**config.mk**
```make
export PLATFORM = sky130hd
export DESIGN_NAME = i2c10_rx_slave
export DESIGN_NICKNAME = d
export VERILOG_FILES = /design/src/rtl/i2c10_pkg.sv /design/src/rtl/i2c10_line_sync.sv /design/src/rtl/i2c10_byte_shift.sv /design/src/rtl/i2c10_rx_slave.sv
export SDC_FILE = /design/constraint.sdc
export NUM_CORES = 1
export LEC_CHECK = 0
export ABC_CLOCK_PERIOD_IN_PS = 3300
export BUFFER_PORTS_ARGS = -buffer_cell sky130_fd_sc_hd__buf_2
export CAP_MARGIN = 10
export CORE_MARGIN = 5
export CORE_UTILIZATION = 40
export DETAILED_ROUTE_END_ITERATION = 10
export GPL_TIMING_DRIVEN = 0
export PLACE_DENSITY_LB_ADDON = 0.12
export RECOVER_POWER = 100
export SYNTH_ARGS = -nofsm -noshare
export SYNTH_HDL_FRONTEND = slang
export SYNTH_SLANG_ARGS = --single-unit
```
**constraint.sdc**
```tcl
create_clock -name clk_i -period 3.3 [get_ports clk_i]
set_input_delay 0.165 -clock clk_i [delete_from_list [all_inputs] [get_ports clk_i]]
set_output_delay 0.165 -clock clk_i [all_outputs]
set_load 0.1 [all_outputs]
```
**src/rtl/i2c10_pkg.sv**
```systemverilog
package i2c10_pkg;
  typedef enum logic [2:0] {
    ST_IDLE,
    ST_HI,
    ST_LO,
    ST_DATA,
    ST_SKIP
  } rx_state_e;

  localparam logic [4:0] HI_PREFIX = 5'b11110;
endpackage

```
**src/rtl/i2c10_line_sync.sv**
```systemverilog
module i2c10_line_sync #(
  parameter int STAGES = 2
) (
  input  logic clk_i,
  input  logic rst_ni,
  input  logic scl_i,
  input  logic sda_i,
  output logic scl_o,
  output logic sda_o,
  output logic scl_rise_o,
  output logic scl_fall_o,
  output logic start_o,
  output logic stop_o
);
  localparam int LINES = 2;

  logic [LINES-1:0] raw;
  logic [LINES-1:0] synced;
  logic             scl_d, sda_d;

  assign raw = {scl_i, sda_i};

  // one synchronizer chain per bus line; lines idle high
  for (genvar g = 0; g < LINES; g++) begin : g_chain
    logic [STAGES-1:0] sh;
    always_ff @(posedge clk_i or negedge rst_ni) begin
      if (!rst_ni) sh <= '1;
      else         sh <= {sh[STAGES-2:0], raw[g]};
    end
    assign synced[g] = sh[STAGES-1];
  end

  assign scl_o = synced[1];
  assign sda_o = synced[0];

  always_ff @(posedge clk_i or negedge rst_ni) begin
    if (!rst_ni) begin
      scl_d <= 1'b1;
      sda_d <= 1'b1;
    end else begin
      scl_d <= scl_o;
      sda_d <= sda_o;
    end
  end

  assign scl_rise_o = scl_o && !scl_d;
  assign scl_fall_o = !scl_o && scl_d;
  assign start_o    = scl_o && scl_d && sda_d && !sda_o;
  assign stop_o     = scl_o && scl_d && !sda_d && sda_o;
endmodule

```
**src/rtl/i2c10_byte_shift.sv**
```systemverilog
module i2c10_byte_shift #(
  parameter int W = 8
) (
  input  logic         clk_i,
  input  logic         rst_ni,
  input  logic         restart_i,
  input  logic         enable_i,
  input  logic         scl_rise_i,
  input  logic         scl_fall_i,
  input  logic         sda_i,
  output logic [W-1:0] byte_o,
  output logic         decide_o,
  output logic         ack_done_o,
  output logic         in_ack_o
);
  localparam int CW = $clog2(W + 1);
  localparam logic [CW-1:0] CNT_FULL = CW'(W);

  logic [CW-1:0] cnt_q;
  logic [W-1:0]  sh_q;
  logic          ack_q;

  assign decide_o   = enable_i && scl_fall_i && !ack_q && (cnt_q == CNT_FULL);
  assign ack_done_o = enable_i && scl_fall_i && ack_q;
  assign byte_o     = sh_q;
  assign in_ack_o   = ack_q;

  always_ff @(posedge clk_i or negedge rst_ni) begin
    if (!rst_ni) begin
      cnt_q <= '0;
      sh_q  <= '0;
      ack_q <= 1'b0;
    end else if (restart_i) begin
      cnt_q <= '0;
      ack_q <= 1'b0;
    end else if (enable_i) begin
      if (scl_rise_i && !ack_q && (cnt_q != CNT_FULL)) begin
        sh_q  <= {sh_q[W-2:0], sda_i};
        cnt_q <= cnt_q + 1'b1;
      end
      if (decide_o) ack_q <= 1'b1;
      if (ack_done_o) begin
        ack_q <= 1'b0;
        cnt_q <= '0;
      end
    end
  end

  // the acknowledge window never opens before a full byte has been shifted
  AST_ACK_AFTER_FULL_BYTE: assert property (@(posedge clk_i) disable iff (!rst_ni)
    $rose(ack_q) |-> $past(cnt_q) == CNT_FULL);
endmodule

```
**src/rtl/i2c10_rx_slave.sv**
```systemverilog
module i2c10_rx_slave
  import i2c10_pkg::*;
#(
  parameter int SYNC_STAGES = 2
) (
  input  logic       clk_i,
  input  logic       rst_ni,
  input  logic       scl_i,
  input  logic       sda_i,
  output logic       scl_low_o,
  output logic       sda_low_o,
  input  logic       stretch_en_i,
  input  logic       start_irq_en_i,
  input  logic       adr_wr_i,
  input  logic [7:0] adr_wdata_i,
  output logic [7:0] adr_q_o,
  input  logic       clk_rel_set_i,
  output logic       clk_rel_o,
  output logic       irq_o,
  input  logic       irq_clr_i,
  output logic       upd_o,
  input  logic       upd_clr_i,
  output logic       start_seen_o,
  output logic [7:0] rx_data_o,
  output logic       rx_valid_o,
  input  logic       rx_ready_i
);
  localparam int DW = 8;

  logic          scl_s, sda_s, scl_rise, scl_fall, start_det, stop_det;
  logic [DW-1:0] byte_v;
  logic          decide, ack_done, in_ack, active;
  logic          verdict_c, verdict_q, ack_q, hold_q, ckp_q;
  logic          irq_q, upd_q, start_q, rx_valid_q, adr_acc;
  logic [DW-1:0] cmp_q, rx_q;
  rx_state_e     st_q;

  i2c10_line_sync #(.STAGES(SYNC_STAGES)) u_sync (
    .clk_i(clk_i), .rst_ni(rst_ni), .scl_i(scl_i), .sda_i(sda_i),
    .scl_o(scl_s), .sda_o(sda_s), .scl_rise_o(scl_rise), .scl_fall_o(scl_fall),
    .start_o(start_det), .stop_o(stop_det)
  );

  assign active = (st_q == ST_HI) || (st_q == ST_LO) || (st_q == ST_DATA);

  i2c10_byte_shift #(.W(DW)) u_shift (
    .clk_i(clk_i), .rst_ni(rst_ni), .restart_i(start_det || stop_det),
    .enable_i(active), .scl_rise_i(scl_rise), .scl_fall_i(scl_fall), .sda_i(sda_s),
    .byte_o(byte_v), .decide_o(decide), .ack_done_o(ack_done), .in_ack_o(in_ack)
  );

  // acknowledge decision taken at the end of the 8th bit
  always_comb begin
    unique case (st_q)
      ST_HI:   verdict_c = (byte_v[7:3] == HI_PREFIX) && (byte_v[7:1] == cmp_q[7:1]) && !byte_v[0];
      ST_LO:   verdict_c = (byte_v == cmp_q);
      ST_DATA: verdict_c = !rx_valid_q;
      default: verdict_c = 1'b0;
    endcase
  end

  assign adr_acc = adr_wr_i && !in_ack;

  always_ff @(posedge clk_i or negedge rst_ni) begin
    if (!rst_ni) begin
      st_q       <= ST_IDLE;
      cmp_q      <= '0;
      rx_q       <= '0;
      rx_valid_q <= 1'b0;
      verdict_q  <= 1'b0;
      ack_q      <= 1'b0;
      hold_q     <= 1'b0;
      ckp_q      <= 1'b1;
      irq_q      <= 1'b0;
      upd_q      <= 1'b0;
      start_q    <= 1'b0;
    end else begin
      if (adr_acc) begin
        cmp_q  <= adr_wdata_i;
        hold_q <= 1'b0;
      end
      if (clk_rel_set_i) ckp_q <= 1'b1;
      if (irq_clr_i)     irq_q <= 1'b0;
      if (upd_clr_i)     upd_q <= 1'b0;
      if (rx_ready_i)    rx_valid_q <= 1'b0;
      if (decide) begin
        verdict_q <= verdict_c;
        ack_q     <= verdict_c;
      end
      if (ack_done) begin
        ack_q <= 1'b0;
        unique case (st_q)
          ST_HI: begin
            if (verdict_q) begin
              upd_q <= 1'b1; irq_q <= 1'b1; hold_q <= 1'b1; st_q <= ST_LO;
            end else st_q <= ST_SKIP;
          end
          ST_LO: begin
            upd_q <= 1'b1;
            irq_q <= 1'b1;
            if (verdict_q) begin
              hold_q <= 1'b1; st_q <= ST_DATA;
            end else st_q <= ST_SKIP;
          end
          ST_DATA: begin
            if (verdict_q) begin
              rx_q       <= byte_v;
              rx_valid_q <= 1'b1;
              irq_q      <= 1'b1;
              if (stretch_en_i) ckp_q <= 1'b0;
            end else st_q <= ST_SKIP;
          end
          default: ;
        endcase
      end
      if (start_det) begin
        st_q    <= ST_HI;
        start_q <= 1'b1;
        ack_q   <= 1'b0;
        if (start_irq_en_i) irq_q <= 1'b1;
      end
      if (stop_det) begin
        st_q    <= ST_IDLE;
        start_q <= 1'b0;
        upd_q   <= 1'b0;
        hold_q  <= 1'b0;
        ack_q   <= 1'b0;
      end
    end
  end

  assign scl_low_o    = hold_q || !ckp_q;
  assign sda_low_o    = ack_q;
  assign adr_q_o      = cmp_q;
  assign clk_rel_o    = ckp_q;
  assign irq_o        = irq_q;
  assign upd_o        = upd_q;
  assign start_seen_o = start_q;
  assign rx_data_o    = rx_q;
  assign rx_valid_o   = rx_valid_q;

  AST_ACK_DRIVE_WHILE_SCL_LOW: assert property (@(posedge clk_i) disable iff (!rst_ni)
    $rose(ack_q) |-> !$past(scl_s));
  AST_HOLD_UNTIL_ADR_WRITE: assert property (@(posedge clk_i) disable iff (!rst_ni)
    (hold_q && !adr_acc && !stop_det) |=> hold_q);
  AST_ADR_WRITE_BLOCKED: assert property (@(posedge clk_i) disable iff (!rst_ni)
    (in_ack && adr_wr_i) |=> $stable(cmp_q));
  AST_LO_MISS_NO_FULL: assert property (@(posedge clk_i) disable iff (!rst_ni)
    (ack_done && st_q == ST_LO && !verdict_q && !rx_valid_q) |=> !rx_valid_q);
  AST_FULL_BUFFER_KEPT: assert property (@(posedge clk_i) disable iff (!rst_ni)
    (rx_valid_q && !rx_ready_i) |=> $stable(rx_q));
  AST_STOP_TO_IDLE: assert property (@(posedge clk_i) disable iff (!rst_ni)
    stop_det |=> (st_q == ST_IDLE) && !upd_q && !hold_q);
endmodule

```
==> impl_metrics.toml <==
[clock_tree]
root_buffer = "clkbuf_8"
cts.clk_slew.worst_paths_ns = 0.09
clk_latency_ns = 0.30
htreeDepth = 2
post_cts_buffers = 0
clock_path_buffers = 2
clock_sinks = 46
cts_tree = "done"
cts_buffers = 5

[detailed_routing]
first_iter_violations = 71
drc = 0
first_pass_iters = 4
finalWirelength_um = 4250
via_count = 1449
wl_per_cell_um = 14.2
vias_per_cell = 4.83
postRouteAntennaNets = 0

[yosys]
postSynthAreaPerCell_um2 = 11.8
yosys.area.top_type = "dfrtp_1"
synth_most_common_cell = "dfrtp_1"
ys_top_cells_by_count = "39 x dfrtp_1, 29 x nand2_1, 10 x nor2_1, 8 x mux2_4"
synth_edf_count = 0
synth_top_area_share_pct = 46.3
ys_types = 47
syn_area_mm2 = 0.00211
syn_inst = 179
synth_area_leaders = "dfrtp_1 46%, dfstp_2 8.7%, mux2_4 5.7%, nand2_1 5.2%, xor2_1 2.9%"
ys.flop_type = "dfrtp_1"
ys_seq_area_share_pct = 55.0
synth_nets = 200
ys_ff_latch = 46
ys_async_sr_fraction_pct = 100
yosysWarningCount = 0

[sta]
hold_viol_final = 0
max-slew-margin-rel_pct = -60.8
fin_crit_sh_pct = 65.3
fin_skew_ns = 0.00649
final_max_slew_viol_count = 47
timing.fmax_mhz = 464
period_needed_ns = 2.15
rsz0062_at_grt = "false"
finalSetupTns_ns = 0
tightest_slew_ns = 2.41
setup_slack_ns = 1.15
setup-violations-final = 0

[setup_path]
critPathBufInv = 0
end_kind = "flip-flop"
crit_arrival_ns = 2.34
critPathMaxStageDelay_ns = 0.61
critPathKind = "reg2reg"
cp_top_family = "simple AND/OR/NAND/NOR gates"
startpoint_type = "flip-flop"
cp_max_fo = 9
r2r_setup_slack_ns = 1.15
path_cells = "nand3b_1 > nor2_1 > nand3_1 > mux2_1"
crit_slowest_cell = "dfstp_1"
r2r_start = "u_sync.scl_d$_DFF_PN1_"
worstPathRequired_ns = 3.48
startpoint = "u_sync.scl_d$_DFF_PN1_"

[floorplan]
die_h_um = 82.6
coreArea_mm2 = 0.00511
die_area_mm2 = 0.00682
die_w_um = 82.6
start_util_pct = 41.3
rows = 26
ioPinCount = 42

[hold_path]
min_path_type = "in2reg"
min_from = "stretch_en_i"

[global_routing]
grt_pass1_vias = 1520
gr-total-overflow = 0
grt_usage_pct = 14.5
antenna_found_initial = 0
grt_max_degree = 47
grt_pass1_wl_um = 7510

[final_layout]
n_antenna_cell = 0
syn2layout_area_growth_pct = 16.2
layoutNonFillerInstCount = 300
drive_gt1_share_pct = 17.0
fin_area_mm2 = 0.00245
fin_nets = 250

[status]
violations = "max-capacitance violations, max-slew violations"
outcome = "complete, but fails checks"

[place]
dp.cells = 290
hpwl_um = 3010
dp_slack_ns = 1.60
numPortBuffers = 41
placed_area_mm2 = 0.00240
gp_congestion = 0.730

[power]
finalPower_mw = 1.29
powerDensity_mw_per_mm2 = 526
p_leak_nw = 1.13
max-vdd-ir-drop_mv = 0.231

[run]
drv_cap = 1
cell usage in the layout, fill, tap and decap left out, types with 2 or more instances in the layout:
cell type / n
clkbuf_8: 5
o21ai_0: 7
mux2_2: 5
nor4_1: 4
bufinv_16: 2
dfstp_2: 4
or3_1: 2
nand3b_1: 3
nor2b_1: 3
dfstp_1: 3
xor2_1: 7
ha_1: 2
nand2b_1: 4
o22ai_1: 2
a21oi_1: 7
nand2_1: 29
inv_1: 6
buf_2: 19
dfrtp_1: 39
clkbuf_1: 26
nand3_1: 3
dlygate4sd3_1: 2
mux2_1: 13
nor2_1: 11
per-layer routing:
layer	global-route usage [%]	wire, um	vias to the layer above
li1	-	-	726
met1	20.5	2120	695
met2	22.2	1900	23
met3	3.69	178	5
met4	3.43	47	0
met5	0	0	-
per-stage QoR:
stage,hold WS [ns],util [%]
5_1_grt,0.0314,47.9
3_5_place_dp,0.272,47.0
4_1_cts,0.0281,50.1
2_1_floorplan,-0.131,-
3_3_place_gp,0.270,47.0
6_report,0.0350,47.9
state kept, by name, indices dropped and copies added, names as in the netlist, 3 cells and up:
name,count
adr_q_o,8
rx_data_o,8
u_shift.byte_o,8
u_shift.cnt_q,4
u_sync.g_chain.sh,4
st_q,3
kinds of logic after synthesis:
| logic type | synth area share, % |
|---|---|
| muxes | 11.0 |
| xor gates and xnor gates | 3.33 |
| DFF | 55.0 |
| AOI/OAI and AO/OA | 9.68 |
| and+or+nand+nor | 17.8 |
| buffers and inverters | 1.96 |
| adders and majority gates | 1.19 |
layout make-up:
type | instances | area [um^2]
buffer | 4 | 17.5
multi-input combinational | 123 | 827
sequential | 46 | 1160
tap | 70 | 87.6
clock inverter | 3 | 68.8
timing repair buffer | 43 | 195
clock buffer | 5 | 68.8
inverter | 6 | 22.5
fill | 521 | 2660
worst paths after layout:
kind / end / depth (start not counted)
worst max-delay path: rx_data_o[5]$_DFFE_PN0P_ / 4
worst min-delay path: clk_rel_o$_DFF_PN1_ / 2
worst max register to register: rx_data_o[5]$_DFFE_PN0P_ / 4
worst min register to register: u_sync.g_chain[0].sh[1]$_DFF_PN1_ / 0
max in group asynchronous: sda_low_o$_DFFE_PN0P_ / 1
min in group asynchronous: rx_data_o[4]$_DFFE_PN0P_ / 1
repair_timing:
action                                 in CTS  in global routing
resized for setup                           0                  0
endpoints found under the hold margin       2                  0
hold buffers                                2                  0
power breakdown:
| group | internal [mW] | total (mW) | switching, mW |
|---|---|---|---|
| registers | 0.590 | 0.619 | 0.0288 |
| logic | 0.0427 | 0.171 | 0.128 |
| clock network | 0.303 | 0.498 | 0.194 |
Note: power is estimated with default switching activity, not from simulation.
